<file path="config.mk">
export PLATFORM = sky130hd
export DESIGN_NAME = spi_burst_tx
export DESIGN_NICKNAME = d
export VERILOG_FILES = /design/src/rtl/spi_burst_pkg.sv /design/src/rtl/spi_seg_plan.sv /design/src/rtl/spi_bit_shifter.sv /design/src/rtl/spi_clk_phase.sv /design/src/rtl/spi_burst_tx.sv
export SDC_FILE = /design/constraint.sdc
export NUM_CORES = 1
export LEC_CHECK = 0
export ABC_CLOCK_PERIOD_IN_PS = 3300
export BUFFER_PORTS_ARGS = -buffer_cell sky130_fd_sc_hd__buf_4
export CORE_ASPECT_RATIO = 2
export CORE_MARGIN = 4
export CORE_UTILIZATION = 40
export DETAILED_ROUTE_END_ITERATION = 6
export PLACE_DENSITY_LB_ADDON = 0.05
export SYNTH_ARGS = -nofsm -noshare
export SYNTH_HDL_FRONTEND = slang
export SYNTH_SLANG_ARGS = --single-unit
</file>
<file path="constraint.sdc">
create_clock -name clk -period 3.3 [get_ports clk]
set_input_delay 0.495 -clock clk [delete_from_list [all_inputs] [get_ports clk]]
set_output_delay 0.495 -clock clk [all_outputs]
set_load 0.03 [all_outputs]
</file>
<file path="src/rtl/spi_burst_pkg.sv">
package spi_burst_pkg;

  typedef enum logic [2:0] {
    ST_IDLE,
    ST_LOAD,
    ST_LOW,
    ST_HIGH,
    ST_DONE
  } tx_state_t;

  // bits taken from the first word of a burst
  function automatic int unsigned head_bits(int unsigned field, int unsigned word_w);
    return (field % word_w) + 1;
  endfunction

  // number of words a burst consumes
  function automatic int unsigned burst_words(int unsigned field, int unsigned word_w);
    return (field / word_w) + 1;
  endfunction

endpackage

</file>
<file path="src/rtl/spi_seg_plan.sv">
module spi_seg_plan #(
  parameter int WORD_W = 32,
  parameter int LEN_W  = 12
) (
  input  logic                          clk,
  input  logic                          rst_n,
  input  logic                          plan_start,
  input  logic [LEN_W-1:0]              len_field,
  input  logic                          seg_take,
  output logic [$clog2(WORD_W):0]       seg_len,
  output logic                          words_pending
);
  import spi_burst_pkg::*;
  localparam int LOG_W = $clog2(WORD_W);
  localparam int SEG_W = LOG_W + 1;
  localparam int CNT_W = LEN_W - LOG_W + 1;

  logic             head_q;
  logic [SEG_W-1:0] head_len_q;
  logic [CNT_W-1:0] cnt_q;

  always_ff @(posedge clk or negedge rst_n) begin
    if (!rst_n) begin
      head_q     <= 1'b0;
      head_len_q <= '0;
      cnt_q      <= '0;
    end else if (plan_start) begin
      head_q     <= 1'b1;
      head_len_q <= SEG_W'(head_bits(32'(len_field), WORD_W));
      cnt_q      <= CNT_W'(burst_words(32'(len_field), WORD_W));
    end else if (seg_take) begin
      head_q <= 1'b0;
      cnt_q  <= cnt_q - 1'b1;
    end
  end

  assign seg_len       = head_q ? head_len_q : SEG_W'(WORD_W);
  assign words_pending = (cnt_q != '0);

  // never take more words than the burst needs
  assert_no_extra_take_R3: assert property (@(posedge clk) disable iff (!rst_n)
    seg_take |-> (cnt_q != '0));

endmodule

</file>
<file path="src/rtl/spi_bit_shifter.sv">
module spi_bit_shifter #(
  parameter int WORD_W = 32
) (
  input  logic                    clk,
  input  logic                    rst_n,
  input  logic                    load,
  input  logic [WORD_W-1:0]       load_word,
  input  logic [$clog2(WORD_W):0] load_len,
  input  logic                    shift,
  output logic                    msb,
  output logic                    seg_last_bit
);
  localparam int SEG_W = $clog2(WORD_W) + 1;
  localparam logic [SEG_W-1:0] WORD_L = SEG_W'(WORD_W);

  logic [WORD_W-1:0] shreg;
  logic [SEG_W-1:0]  bits_left;
  logic [SEG_W-1:0]  sh_amt;

  // align bit (len-1) of the word to the output position
  assign sh_amt = WORD_L - load_len;

  always_ff @(posedge clk or negedge rst_n) begin
    if (!rst_n) begin
      shreg     <= '0;
      bits_left <= '0;
    end else if (load) begin
      shreg     <= load_word << sh_amt;
      bits_left <= load_len;
    end else if (shift) begin
      shreg     <= {shreg[WORD_W-2:0], 1'b0};
      bits_left <= bits_left - 1'b1;
    end
  end

  assign msb          = shreg[WORD_W-1];
  assign seg_last_bit = (bits_left == SEG_W'(1));

  // a shift only happens while segment bits remain
  assert_shift_in_segment_R4: assert property (@(posedge clk) disable iff (!rst_n)
    shift |-> (bits_left != '0));

  // loaded segment length is within one word
  assert_load_len_range_R2: assert property (@(posedge clk) disable iff (!rst_n)
    load |-> (load_len != '0 && load_len <= WORD_L));

endmodule

</file>
<file path="src/rtl/spi_clk_phase.sv">
module spi_clk_phase #(
  parameter int DIV = 2
) (
  input  logic clk,
  input  logic rst_n,
  input  logic run,
  output logic phase_end
);
  localparam int DW = (DIV > 1) ? $clog2(DIV) : 1;

  logic [DW-1:0] cnt;

  assign phase_end = run && (cnt == DW'(DIV - 1));

  always_ff @(posedge clk or negedge rst_n) begin
    if (!rst_n)                 cnt <= '0;
    else if (!run || phase_end) cnt <= '0;
    else                        cnt <= cnt + 1'b1;
  end

endmodule

</file>
<file path="src/rtl/spi_burst_tx.sv">
module spi_burst_tx #(
  parameter int WORD_W = 32,
  parameter int LEN_W  = 12,
  parameter int DIV    = 2
) (
  input  logic              clk,
  input  logic              rst_n,
  input  logic              start,
  input  logic [LEN_W-1:0]  len_field,
  input  logic [WORD_W-1:0] fifo_data,
  input  logic              fifo_empty,
  output logic              fifo_pop,
  output logic              sclk,
  output logic              mosi,
  output logic              cs_n,
  output logic              busy,
  output logic              done
);
  import spi_burst_pkg::*;
  localparam int LOG_W = $clog2(WORD_W);
  localparam int SEG_W = LOG_W + 1;
  localparam int CNT_W = LEN_W - LOG_W + 1;

  tx_state_t st, st_nx;
  logic [LEN_W-1:0] len_q;

  // named internal events
  logic ev_accept;     // start taken in idle
  logic ev_rise;       // sclk rising edge this cycle
  logic ev_fall;       // sclk falling edge this cycle
  logic ev_seg_end;    // last bit of a segment leaves
  logic phase_end;
  logic in_phase;
  logic [SEG_W-1:0] seg_len;
  logic words_pending;
  logic seg_last_bit;
  logic sh_msb;

  assign ev_accept  = (st == ST_IDLE) && start;
  assign in_phase   = (st == ST_LOW) || (st == ST_HIGH);
  assign ev_rise    = (st == ST_LOW) && phase_end;
  assign ev_fall    = (st == ST_HIGH) && phase_end;
  assign ev_seg_end = ev_fall && seg_last_bit;
  assign fifo_pop   = (st == ST_LOAD) && !fifo_empty;

  spi_seg_plan #(.WORD_W(WORD_W), .LEN_W(LEN_W)) i_plan (
    .clk          (clk),
    .rst_n        (rst_n),
    .plan_start   (ev_accept),
    .len_field    (len_field),
    .seg_take     (fifo_pop),
    .seg_len      (seg_len),
    .words_pending(words_pending)
  );

  spi_bit_shifter #(.WORD_W(WORD_W)) i_shift (
    .clk         (clk),
    .rst_n       (rst_n),
    .load        (fifo_pop),
    .load_word   (fifo_data),
    .load_len    (seg_len),
    .shift       (ev_fall),
    .msb         (sh_msb),
    .seg_last_bit(seg_last_bit)
  );

  spi_clk_phase #(.DIV(DIV)) i_phase (
    .clk      (clk),
    .rst_n    (rst_n),
    .run      (in_phase),
    .phase_end(phase_end)
  );

  always_comb begin
    st_nx = st;
    unique case (st)
      ST_IDLE: if (start)      st_nx = ST_LOAD;
      ST_LOAD: if (!fifo_empty) st_nx = ST_LOW;
      ST_LOW:  if (phase_end)  st_nx = ST_HIGH;
      ST_HIGH: if (phase_end) begin
        if (!seg_last_bit)      st_nx = ST_LOW;
        else if (words_pending) st_nx = ST_LOAD;
        else                    st_nx = ST_DONE;
      end
      ST_DONE: st_nx = ST_IDLE;
      default: st_nx = ST_IDLE;
    endcase
  end

  always_ff @(posedge clk or negedge rst_n) begin
    if (!rst_n) begin
      st    <= ST_IDLE;
      len_q <= '0;
    end else begin
      st <= st_nx;
      if (ev_accept) len_q <= len_field;
    end
  end

  assign sclk = (st == ST_HIGH);
  assign mosi = sh_msb;
  assign cs_n = (st == ST_IDLE) || (st == ST_DONE);
  assign busy = (st != ST_IDLE);
  assign done = (st == ST_DONE);

  // ---- checker state: edge and pop counts per burst ----
  logic [LEN_W:0]   edge_cnt;
  logic [CNT_W-1:0] pop_cnt;
  always_ff @(posedge clk or negedge rst_n) begin
    if (!rst_n) begin
      edge_cnt <= '0;
      pop_cnt  <= '0;
    end else if (ev_accept) begin
      edge_cnt <= '0;
      pop_cnt  <= '0;
    end else begin
      if (ev_rise)  edge_cnt <= edge_cnt + 1'b1;
      if (fifo_pop) pop_cnt  <= pop_cnt + 1'b1;
    end
  end

  // bit count of the finished burst
  assert_bitcount_R1: assert property (@(posedge clk) disable iff (!rst_n)
    done |-> (edge_cnt == ({1'b0, len_q} + 1'b1)));

  // word count of the finished burst
  assert_wordcount_R3: assert property (@(posedge clk) disable iff (!rst_n)
    done |-> (pop_cnt == CNT_W'(burst_words(32'(len_q), WORD_W))));

  // clock only toggles inside chip select
  assert_sclk_in_cs_R5: assert property (@(posedge clk) disable iff (!rst_n)
    sclk |-> !cs_n);

  // empty FIFO at a word request holds the clock low
  assert_stall_low_R6: assert property (@(posedge clk) disable iff (!rst_n)
    (st == ST_LOAD && fifo_empty) |=> (!sclk && st == ST_LOAD));

  // data steady across the high phase
  assert_mosi_stable_R7: assert property (@(posedge clk) disable iff (!rst_n)
    (sclk && $past(sclk)) |-> $stable(mosi));

  // done is a single cycle, and marks the rise of chip select
  assert_done_single_R8: assert property (@(posedge clk) disable iff (!rst_n)
    done |=> !done);
  assert_cs_rise_done_R8: assert property (@(posedge clk) disable iff (!rst_n)
    $rose(cs_n) |-> done);

  // length held for the whole burst
  assert_len_hold_R9: assert property (@(posedge clk) disable iff (!rst_n)
    (busy && $past(busy)) |-> $stable(len_q));

  // no pop from an empty FIFO
  assert_pop_nonempty_R10: assert property (@(posedge clk) disable iff (!rst_n)
    fifo_pop |-> !fifo_empty);

endmodule

</file>
# Yosys cells after proc, flatten, opt, wreduce, memory -nomap -nowiden
# Cells that the tools add are included.
totals:
  ff_bits: 57
  in_bits: 48
  out_inout_bits: 6
classes:
  n_reduce_logical: 15
  eq_ne: 9
  shift: 1
  n_addsub: 6
  muxes: 17
op_table:
  columns: ["op", "count"]
  rows:
  - ["$mux W32", 2]
  - ["$shl A32 B6 Y32", 1]
  - ["$mux W3", 6]
  - ["$mux W6", 3]
  - ["$mux W8", 2]
  - ["$pmux W3 S4", 1]
  - ["$add A7 B1 Y8 const B", 1]
  - ["$reduce_bool A8 Y1", 1]
  - ["$sub A8 B1 Y8 const B", 1]
  - ["$add A5 B1 Y6 const B", 1]
  - ["$eq A3 B2 Y1 const B", 2]
  - ["$eq A6 B1 Y1 const B", 1]
  - ["$sub A6 B1 Y6 const B", 1]
  - ["$sub A6 B6 Y6 const A", 1]
  - ["$logic_and A1 B1 Y1", 4]
  - ["$ne A2 B1 Y1 const B", 2]
  - ["$ne A2 B2 Y1 const B", 2]
  - ["$reduce_and A4 Y1", 1]
  - ["$reduce_bool A2 Y1", 2]
  - ["$eq A3 B1 Y1 const B", 1]
  - ["$eq A3 B3 Y1 const B", 1]
  - ["$logic_not A3 Y1", 1]
  - ["$logic_or A1 B1 Y1", 3]
  - ["$mux W1", 3]
  - ["other kinds (3)", 4]

# Depth between registers and ports, before layout
logic_depth:
  word_depth: 6
  depth_mapped: 14
  ltp_nobuf: 8

# Hierarchy
# From an unflattened synthesis, not the netlist that was laid out.
unflattened:
  hier_cells: 488
  hier_area_um2: 4729.5
by_module_without_submodules:
  columns: ["module", "cells_per_inst", "area_each_um2", "n_inst", "seq_area_each_um2"]
  rows:
  - ["spi_bit_shifter", 376, 3613.5, 1, 950.9]
  - ["spi_seg_plan", 87, 873.3, 1, 375.4]
  - ["spi_burst_tx", 22, 201.4, 1, 75.1]
  - ["spi_clk_phase", 3, 41.3, 1, 25.0]

# Worst setup path before layout
# Ideal clock, no wire load.
synth_timing:
  path_kind: "register to register"
  startpoint: "register i_plan.head_q"
  endpoint: "register i_shift.shreg[9]"
  setup_time_ps: 126
  t_required_ps: 3174
  path_stages_with_launch: 14
  path_slack_ps: 116
  arrival_ps: 3058
  path_cell_list: "dfrtp_1 -> nand2_2 -> buf_4 -> buf_4 -> buf_2 -> ha_1 -> buf_4 -> buf_2 -> mux2i_1 -> o22ai_1 -> a2111oi_0 -> o31ai_1 -> a221oi_1 -> nor2_1"
synth_via:
  elab_chain_cells: 4
synth_lines:
  columns: ["item", "line_no", "rtl"]
  rows:
  - ["start: declaration", "spi_seg_plan.sv:18", "logic head_q;"]
  - ["start signal: assignment", "spi_seg_plan.sv:24", "head_q <= 1'b0;"]
  - ["start signal: assignment", "spi_seg_plan.sv:28", "head_q <= 1'b1;"]
  - ["start signal: assignment", "spi_seg_plan.sv:32", "head_q <= 1'b0;"]
  - ["$mux W6", "spi_seg_plan.sv:37", "assign seg_len = head_q ? head_len_q : SEG_W'(WORD_W);"]
  - ["$sub A6 B6 Y6", "spi_bit_shifter.sv:21", "assign sh_amt = WORD_L - load_len;"]
  - ["$shl A32 B6 Y32", "spi_bit_shifter.sv:28", "shreg <= load_word << sh_amt;"]
  - ["$mux W32", "spi_bit_shifter.sv:27", "end else if (load) begin"]
  - ["end signal: assignment", "spi_bit_shifter.sv:28", null]
  - ["end signal: assignment", "spi_bit_shifter.sv:31", "shreg <= {shreg[WORD_W-2:0], 1'b0};"]
  - ["end: declaration", "spi_bit_shifter.sv:16", "logic [WORD_W-1:0] shreg;"]
# No other way between the ends.
# A chain may end at the register's enable or synchronous reset.

# Final worst setup path
layout_timing:
  startpoint: "register i_plan.head_q"
  endpoint: "register i_shift.shreg[16]"
# Same word-level chain as after synthesis.

==> impl_metrics.py <==
metrics = {
    "global_route": {
        "antenna_found_initial": 0,
        "grt_overflow_total": 0,
        "grt_max_degree": 58,
        "grt_pass1_wl_um": 29000,
        "first_global_vias": 5245,
        "track_usage_pct": 25.4,
    },
    "yosys": {
        "ys_top_cells_by_area": "dfrtp_1 27%, mux4_2 9.1%, mux2i_1 7.3%, nand2_1 4.3%, nor2_1 3.8%",
        "syn_area_per_cell_um2": 8.65,
        "muxShareOfSynthArea_pct": 19.6,
        "dominantRegCellSynth": "dfrtp_1",
        "yosysTopAreaCellShare_pct": 27.4,
        "synth_edf_count": 0,
        "synthXorXnorAreaFrac_pct": 3.17,
        "syn-num-nets": 656,
        "async_flop_share_pct": 100,
        "synthesis.area_um2": 5210,
        "yosysUniqueCellTypes": 77,
        "synth_top_family_by_area": "compound AO/OA/AOI/OAI gates",
        "synth-adder-area-share_pct": 1.44,
        "ys_seq_elements": 57,
        "synth_largest_area_cell": "dfrtp_1",
        "synth_warnings": 0,
        "syn_inst": 602,
        "seq_area_frac_synth_pct": 27.4,
        "synth_compound_area_share_pct": 23.0,
        "synthSimpleGateAreaFrac_pct": 19.8,
    },
    "run_status": {
        "status": "completed",
    },
    "setup_path": {
        "critPathKind": "flop to flop",
        "cp.arrival_ps": 3310,
        "crit_fanout": 8,
        "start_kind": "flop",
        "cp.required_ps": 3470,
        "cp-end-kind": "flop",
    },
    "route": {
        "drc_errors": 0,
        "maxUsedRoutingLayer": "met4",
        "routed_via_density": 6.31,
        "wl_met3_um": 521,
        "vias": 5039,
        "drt-total-wl_um": 18400,
        "ant_nets": 0,
        "met1_length_um": 6820,
        "wl_per_cell_um": 23.0,
        "firstDrtPassIters": 5,
        "dr_wl_met2_um": 9980,
        "drt-initial-drc-count": 258,
    },
    "layout": {
        "finalInstanceArea_um2": 6070,
        "fin_util_pct": 47.8,
        "nets": 698,
        "diodes": 0,
        "drive_gt1_share_pct": 21.7,
        "syn_to_final_growth_pct": 16.5,
        "fin_cells": 799,
        "final_common_cell": "buf_4",
        "final_cell_mix": "79 x buf_4, 59 x nand2_1, 57 x dfrtp_1, 53 x nor2_1, 38 x mux2i_1",
    },
    "place": {
        "io_buffers": 53,
        "place.gp.congestion": 0.945,
        "pre_cts_ws_ps": 184,
        "placed_area_um2": 5760,
        "hpwl_um": 14300,
        "dp_cells": 783,
    },
    "clock_network": {
        "cts_tree": "yes",
        "cts_hold_buffers": 0,
        "cts_made_buffers": 9,
        "htree_levels": 3,
        "cts.clk_slew.worst_paths_ps": 50,
        "postCtsSetupBuffers": 0,
        "clk_path_buf_depth": 2,
        "insertion_delay_ps": 330,
        "clkSinkCount": 57,
        "ctsResizeCount": 0,
        "cts-root-buf": "clkbuf_16",
    },
    "floorplan": {
        "placementRows": 58,
        "start_util_pct": 41.0,
        "pin_count": 54,
        "design.die.area_um2": 15000,
        "die_w_um": 88.7,
        "die_h_um": 169,
        "core_um2": 12700,
    },
    "pwr": {
        "leakagePower_uw": 0.00258,
        "p_per_area_nw_per_um2": 1150,
        "vdd_drop_max_mv": 0.655,
    },
    "run": {
        "cap_violations": 0,
    },
    "timing": {
        "slew_violations": 0,
        "rsz0062_at_grt": "false",
        "timing.final.hold_violations": 0,
        "min_period_ps": 3130,
        "slew-limit-headroom_pct": 38.0,
        "skew_ps": 4.64,
        "setup-tns-final_ps": 0,
        "tightest_slew_ps": 917,
        "setup_viol": 0,
        "min_period_over_period_pct": 94.9,
        "fmax_mhz": 319,
        "setup_ws_ps": 168,
    },
    "min_path": {
        "min_path_type": "input pin to async pin",
    },
}
[state kept, by name (all words and copies together), names as in the netlist]
name and flops:
i_plan.head_q 1, st 3, i_shift.shreg 32, i_shift.bits_left 6
i_plan.head_len_q 6, i_phase.cnt 1, i_plan.cnt_q 8
[power breakdown]
part,switching [uW],internal (uW)
Clock,324,645
Sequential,292,1050
Combinational,2790,1880
Total,3410,3570
[per-layer routing]
layer / up-vias / track usage (%)
li1: 2346 / -
met5: - / 0
met3: 53 / 3.11
met4: 0 / 14.0
met2: 138 / 46.0
met1: 2502 / 27.5
[critical path, cell delays in order, from the launching register on]
cell	delay [ps]
dfrtp_1	420
nand2_1	100
ha_1	310
buf_4	190
and3b_1	220
nor2_4	190
mux4_2	390
mux4_2	500
a2111oi_0	570
a211oi_1	90
[cells in the mapped netlist, types with 9 or more instances]
cell / number
a211oi_1: 9
a21oi_1: 34
buf_2: 17
clkbuf_1: 23
dfrtp_1: 57
inv_1: 12
mux2_2: 11
mux2i_1: 38
mux4_2: 21
nand2_1: 59
nand3_1: 34
nor2_1: 53
nor3_1: 11
o21ai_0: 32
xnor2_1: 10
[through the flow]
stage	hold slack, ps	total power, uW
global route	295	7460
finish	240	6980
global placement	468	5980
CTS	272	6970
detailed placement	479	5990
floorplan	199	4620
[worst paths after layout]
kind	start	endpoint	slack [ps]	depth (start not counted)
setup / recovery	i_plan.head_q	i_shift.shreg[16]	170	9
hold / removal	rst_n	i_plan.cnt_q[4]	240	1
setup reg to reg	i_plan.head_q	i_shift.shreg[16]	170	9
hold reg to reg	i_shift.shreg[2]	i_shift.shreg[2]	490	1
max in group asynchronous	rst_n	i_shift.shreg[29]	2540	1
min in group clk	len_field[0]	i_plan.head_len_q[0]	400	2
[logic make-up after synthesis]
logic type / count (synthesis)
flip-flops: 57
multiplexers: 74
AND/OR/NAND/NOR: 210
adder cells (fa/ha/maj): 6
buffers and inverters: 62
AO/OA/AOI/OAI: 175
XOR/XNOR: 18
[layout make-up]
type,instances,area (um^2)
Clock buffer,14,274
Clock inverter,2,35.0
Fill cell,1240,6630
Inverter,14,52.6
Multi-Input combinational cell,483,3500
Sequential cell,57,1430
Tap cell,150,188
Timing Repair Buffer,79,593
(Power assumes the default switching activity.)
